<file path="config.mk">
export PLATFORM = sky130hd
export DESIGN_NAME = selfdis_counter
export DESIGN_NICKNAME = d
export VERILOG_FILES = /design/src/rtl/selfdis_pkg.sv /design/src/rtl/selfdis_band_sel.sv /design/src/rtl/selfdis_prescaler.sv /design/src/rtl/selfdis_accum.sv /design/src/rtl/selfdis_counter.sv
export SDC_FILE = /design/constraint.sdc
export NUM_CORES = 1
export LEC_CHECK = 0
export BUFFER_PORTS_ARGS = -buffer_cell sky130_fd_sc_hd__buf_2
export CAP_MARGIN = 20
export CORE_ASPECT_RATIO = 1.75
export CORE_MARGIN = 2
export CORE_UTILIZATION = 54
export CTS_BUF_LIST = sky130_fd_sc_hd__clkbuf_4 sky130_fd_sc_hd__clkbuf_8
export DETAILED_ROUTE_END_ITERATION = 10
export PLACE_DENSITY_LB_ADDON = 0.15
export SETUP_SLACK_MARGIN = 0.3
export SYNTH_ARGS = -nofsm -noshare
export SYNTH_HDL_FRONTEND = slang
export SYNTH_SLANG_ARGS = --single-unit
</file>
<file path="constraint.sdc">
create_clock -name clk_i -period 2.8 [get_ports clk_i]
set_input_delay 0.28 -clock clk_i [delete_from_list [all_inputs] [get_ports clk_i]]
set_output_delay 0.28 -clock clk_i [all_outputs]
set_load 0.1 [all_outputs]
</file>
<file path="src/rtl/selfdis_pkg.sv">
package selfdis_pkg;
  function automatic int unsigned kelvin_to_code(input int unsigned kelvin,
                                                 input int unsigned lsb_per_k);
    return kelvin * lsb_per_k;
  endfunction
endpackage

</file>
<file path="src/rtl/selfdis_band_sel.sv">
module selfdis_band_sel #(
  parameter int unsigned TEMP_W    = 11,
  parameter int unsigned LSB_PER_K = 4,
  parameter int unsigned NOM_K     = 298,
  parameter int unsigned BAND_K    = 10,
  parameter int unsigned UP_STEPS  = 4,
  parameter int unsigned DN_STEPS  = 3,
  parameter int unsigned BASE_LOG2 = 7,
  parameter int unsigned SH_W      = 4
) (
  input  logic [TEMP_W-1:0] temp_i,
  output logic [SH_W-1:0]   shift_o
);
  import selfdis_pkg::*;

  logic [UP_STEPS-1:0] hot;
  logic [DN_STEPS-1:0] cold;

  for (genvar g = 0; g < UP_STEPS; g++) begin : g_hot
    localparam int unsigned TH = kelvin_to_code(NOM_K + BAND_K * (g + 1), LSB_PER_K);
    assign hot[g] = temp_i >= TEMP_W'(TH);
  end

  for (genvar g = 0; g < DN_STEPS; g++) begin : g_cold
    localparam int unsigned TH = kelvin_to_code(NOM_K - BAND_K * (g + 1), LSB_PER_K);
    assign cold[g] = temp_i < TEMP_W'(TH);
  end

  // thresholds are monotonic, so the count of crossed edges is the band index
  always_comb begin
    shift_o = SH_W'(int'(BASE_LOG2) + $countones(cold) - $countones(hot));
  end
endmodule

</file>
<file path="src/rtl/selfdis_prescaler.sv">
module selfdis_prescaler #(
  parameter int unsigned BASE_LOG2 = 7,
  parameter int unsigned PRE_W     = 10,
  parameter int unsigned SH_W      = 4
) (
  input  logic            clk_i,
  input  logic            rst_ni,
  input  logic            tick_i,
  input  logic [SH_W-1:0] shift_next_i,
  output logic [SH_W-1:0] shift_o,
  output logic            wrap_o
);
  logic [PRE_W-1:0] pre_q;
  logic [SH_W-1:0]  shift_q;
  logic [PRE_W:0]   span;
  logic [PRE_W-1:0] last;

  assign span    = (PRE_W + 1)'(1) << shift_q;
  assign last    = PRE_W'(span - 1'b1);
  assign wrap_o  = tick_i && (pre_q == last);
  assign shift_o = shift_q;

  // band latched only at period end: division and phase stay consistent
  always_ff @(posedge clk_i or negedge rst_ni) begin
    if (!rst_ni) begin
      pre_q   <= '0;
      shift_q <= SH_W'(BASE_LOG2);
    end else if (tick_i) begin
      if (wrap_o) begin
        pre_q   <= '0;
        shift_q <= shift_next_i;
      end else begin
        pre_q <= pre_q + 1'b1;
      end
    end
  end
endmodule

</file>
<file path="src/rtl/selfdis_accum.sv">
module selfdis_accum #(
  parameter int unsigned CNT_W = 16
) (
  input  logic             clk_i,
  input  logic             rst_ni,
  input  logic             inc_i,
  input  logic             clr_i,
  output logic [CNT_W-1:0] count_o
);
  always_ff @(posedge clk_i or negedge rst_ni) begin
    if (!rst_ni)     count_o <= '0;
    else if (clr_i)  count_o <= '0;
    else if (inc_i)  count_o <= count_o + 1'b1;
  end
endmodule

</file>
<file path="src/rtl/selfdis_counter.sv">
module selfdis_counter #(
  parameter int unsigned CNT_W     = 16,
  parameter int unsigned TEMP_W    = 11,
  parameter int unsigned LSB_PER_K = 4,
  parameter int unsigned NOM_K     = 298,
  parameter int unsigned BAND_K    = 10,
  parameter int unsigned UP_STEPS  = 4,
  parameter int unsigned DN_STEPS  = 3,
  parameter int unsigned BASE_LOG2 = 7,
  localparam int unsigned HI_W     = CNT_W - CNT_W / 2,
  localparam int unsigned LO_W     = CNT_W / 2
) (
  input  logic              clk_i,
  input  logic              rst_ni,
  input  logic              tick_i,
  input  logic [TEMP_W-1:0] temp_i,
  input  logic              clr_i,
  output logic [HI_W-1:0]   count_hi_o,
  output logic [LO_W-1:0]   count_lo_o
);
  localparam int unsigned PRE_W = BASE_LOG2 + DN_STEPS;
  localparam int unsigned SH_W  = $clog2(PRE_W + 1);

  logic [SH_W-1:0]  shift_next_w;
  logic [SH_W-1:0]  shift_q_w;
  logic             wrap_w;
  logic [CNT_W-1:0] count_w;

  selfdis_band_sel #(
    .TEMP_W(TEMP_W), .LSB_PER_K(LSB_PER_K), .NOM_K(NOM_K), .BAND_K(BAND_K),
    .UP_STEPS(UP_STEPS), .DN_STEPS(DN_STEPS), .BASE_LOG2(BASE_LOG2), .SH_W(SH_W)
  ) i_band_sel (
    .temp_i (temp_i),
    .shift_o(shift_next_w)
  );

  selfdis_prescaler #(
    .BASE_LOG2(BASE_LOG2), .PRE_W(PRE_W), .SH_W(SH_W)
  ) i_prescaler (
    .clk_i       (clk_i),
    .rst_ni      (rst_ni),
    .tick_i      (tick_i),
    .shift_next_i(shift_next_w),
    .shift_o     (shift_q_w),
    .wrap_o      (wrap_w)
  );

  selfdis_accum #(.CNT_W(CNT_W)) i_accum (
    .clk_i  (clk_i),
    .rst_ni (rst_ni),
    .inc_i  (wrap_w),
    .clr_i  (clr_i),
    .count_o(count_w)
  );

  assign count_hi_o = count_w[CNT_W-1:LO_W];
  assign count_lo_o = count_w[LO_W-1:0];
endmodule

</file>
==> flow_metrics.env <==
export IMPL_status="finished with violations"
export IMPL_violations="setup timing"
export IMPL_yosysSeqAreaShare_pct=34.0
export IMPL_syn_num_nets=269
export IMPL_layout_min_cycle_time_ns=2.83
export IMPL_fin_area_sq_um=2770
export IMPL_yosys_register_bits=30
export IMPL_synth_top_area_share_pct=30.5
export IMPL_finalNonFillerCells=331
export IMPL_startpoint_type="flop"
export IMPL_criticalPathCategory="flop to flop"
export IMPL_n_antenna_cell=0
export IMPL_synth_cell_types=47
export IMPL_clk_latency_ns=0.29
export IMPL_ant_nets=0
export IMPL_synthTopCellsByArea="dfrtp_1, mux2_2, nor2_1"
export IMPL_p_leak_nw=1.24
export IMPL_drt_iter0_drc=41
export IMPL_cp_top_family="simple AND/OR/NAND/NOR gates"
export IMPL_drtPass1Iterations=4
export IMPL_antenna_found_initial=0
export IMPL_ir_drop_v=0.000702
export IMPL_wirelength_microns=5100
export IMPL_worstSetupEndpointType="flop"
export IMPL_rr_worst_depth=9
export IMPL_nFillCells=317
export IMPL_numCtsBuffers=5
export IMPL_die_area_sq_um=4650
export IMPL_setup_viol=3
export IMPL_numClockSinks=30
export IMPL_cts_tree="done"
export IMPL_vias_per_cell=5.90
export IMPL_core_area_sq_um=3900
export IMPL_grt_pass1_wl_microns=8380
export IMPL_crit_required_ns=2.98
export IMPL_ios=31
export IMPL_setup_ws_ns=-0.0253
export IMPL_fmax_ghz=0.354
export IMPL_die_h_microns=88.8
export IMPL_place_hpwl_microns=3370
export IMPL_crit_buf_inv=1
export IMPL_holdWs_ns=0.0247
export IMPL_async_reset_ff_share_pct=100
export IMPL_place_congestion=0.796
export IMPL_vias=1952
export IMPL_rows=30
export IMPL_synth_area_sq_um=2220
export IMPL_start_util_pct=56.8
export IMPL_rrSetupSlack_ns=-0.03
export IMPL_crit_fanout=8
export IMPL_worst_slew_pin_slew_ns=0.678
export IMPL_synthTopCellsByCount="nor2_1, dfrtp_1, nor2b_1"
export IMPL_area_growth_pct=24.7
export IMPL_first_global_vias=1950
export IMPL_grt_overflow_total=0
export IMPL_ys_warn_count=0
export IMPL_critPathMaxStageDelay_ns=0.57
export IMPL_setup_worst_path_start="i_prescaler.shift_o[0]"
export IMPL_dpl_cell_count=318
export IMPL_grt_max_degree=32
export IMPL_syn_inst=244
export IMPL_worstPathCellList="nand3b_1 -> ha_2 -> or4_4 -> a21boi_4 -> o21ai_2 -> a32o_4 -> nor2_4 -> buf_6 -> mux2_2"
export IMPL_wire_per_inst_microns=15.4
export IMPL_root_buffer="clkbuf_8"
export IMPL_critPathArrivalTime_ns=3.00
export IMPL_r2r_start="i_prescaler.shift_o[0]"
export IMPL_clk_pin_slew_ns=0.07
export IMPL_cts_htree_levels=2
export IMPL_fin_nets=307
export IMPL_die_w_microns=52.4
export IMPL_fin_skew_ns=0.0107
export IMPL_cts_buffer_depth=2
export IMPL_synth_most_common_cell="nor2_1"
export IMPL_drv_cap=0
export IMPL_grt_usage_pct=23.7
export IMPL_final_core_util_pct=70.8
export IMPL_drc=0
export IMPL_cp_depth=9
export IMPL_tns_ns=-0.0423
export IMPL_synth_edf_count=0
export IMPL_power_density_nw_per_um2=754
export IMPL_drive_gt1_share_pct=34.6
export IMPL_crit_path_top_delay_cell="dfstp_2"
export IMPL_rr_endpoint="i_accum.count_o[0]"
export IMPL_synth_top_area_cell="dfrtp_1"
export IMPL_place_area_sq_um=2460
export IMPL_hold_viol_final=0
export IMPL_min_period_over_period_pct=101
export IMPL_syn_avg_cell_area_sq_um=9.09
export IMPL_portBuffers=27
export IMPL_cp_endpoint="i_accum.count_o[0]"
export IMPL_rsz0062_at_grt="yes"
export IMPL_drv_slew=0
export IMPL_synthFlopType="dfrtp_1"
export IMPL_holdCritPathClass="input pin to async pin"
export IMPL_max_slew_margin_pct=54.8
-- cell type report --
cell class	count	area (sq um)	area share (%)
multi-input combinational	192	1530	55.4
timing repair buffer	41	259	9.37
tap	48	60.1	2.17
clock inverter	3	40.0	1.45
sequential	30	761	27.5
inverter	12	45.0	1.63
clock buffer	5	68.8	2.49
-- routing by layer --
layer  global-route usage [%]  part of all wire, %  vias to the layer above
met2                     45.3                   56                       32
met3                     3.72                  2.5                       10
li1                         -                    -                      946
met5                        0                    0                        -
met1                     24.0                   39                      964
met4                     10.7                  2.4                        0
-- stage by stage --
step                      setup WS [ns]  power [mW]
after CTS                        0.0456        1.98
after floorplan                 -0.0181        1.28
after global routing            -0.0940        2.20
final                           -0.0253        2.09
after detailed placement        -0.0485        1.43
after global placement          -0.0306        1.41
-- cell families (layout without fill, tap and decap cells) --
logic type / after synthesis / after routing / share of synthesized area [%]
simple gates: 112 / 112 / 27.7
fa+ha+maj: 10 / 10 / 6.66
compound gates: 37 / 39 / 12.2
flops: 30 / 30 / 34.0
xor+xnor: 12 / 12 / 4.74
buf+inv: 24 / 61 / 5.19
mux: 19 / 19 / 9.54
-- registers in the layout, indices dropped and copies added (netlist names) --
| name | cells |
|---|---|
| i_accum.count_o | 16 |
| i_prescaler.pre_q | 10 |
| i_prescaler.shift_o | 4 |
-- placed cells by master, fill, tap and decap left out, drive strengths merged, types with 6 or more instances in the layout --
cell / n
dfrtp: 27
ha: 7
inv: 12
buf: 41
nand4: 7
nor2b: 17
nand3: 7
nor3: 8
a21oi: 6
o21ai: 7
nand2: 13
xnor2: 7
mux2: 17
nor2: 33
-- where the power goes --
part | leakage, nW | internal (mW) | switching, mW | total [mW]
clock network | 0.0579 | 0.262 | 0.175 | 0.437
logic | 0.795 | 0.472 | 0.578 | 1.05
registers | 0.391 | 0.510 | 0.0874 | 0.598
total | 1.24 | 1.24 | 0.841 | 2.09
-- worst min path at each step --
stage	start	end	slack [ns]	depth (start not counted)
after floorplan	rst_ni	i_accum.count_o[0]	-0.02	0
after global placement	rst_ni	i_accum.count_o[4]	0.36	1
after detailed placement	rst_ni	i_accum.count_o[4]	0.35	1
after CTS	rst_ni	i_prescaler.pre_q[8]	0.05	1
after global routing	rst_ni	i_accum.count_o[0]	0.09	1
final	rst_ni	i_accum.count_o[0]	0.02	1
-- timing repair --
| action | 4_1_cts | 5_1_grt |
|---|---|---|
| pin swaps | 8 | 10 |
| resized for setup | 16 | 15 |
| hold buffers | 0 | 0 |
| gates cloned | 1 | 1 |
| endpoints found under the setup margin | 30 | 30 |
| buffers inserted | 2 | 1 |
No activity file was read; power rests on OpenSTA's default activity.
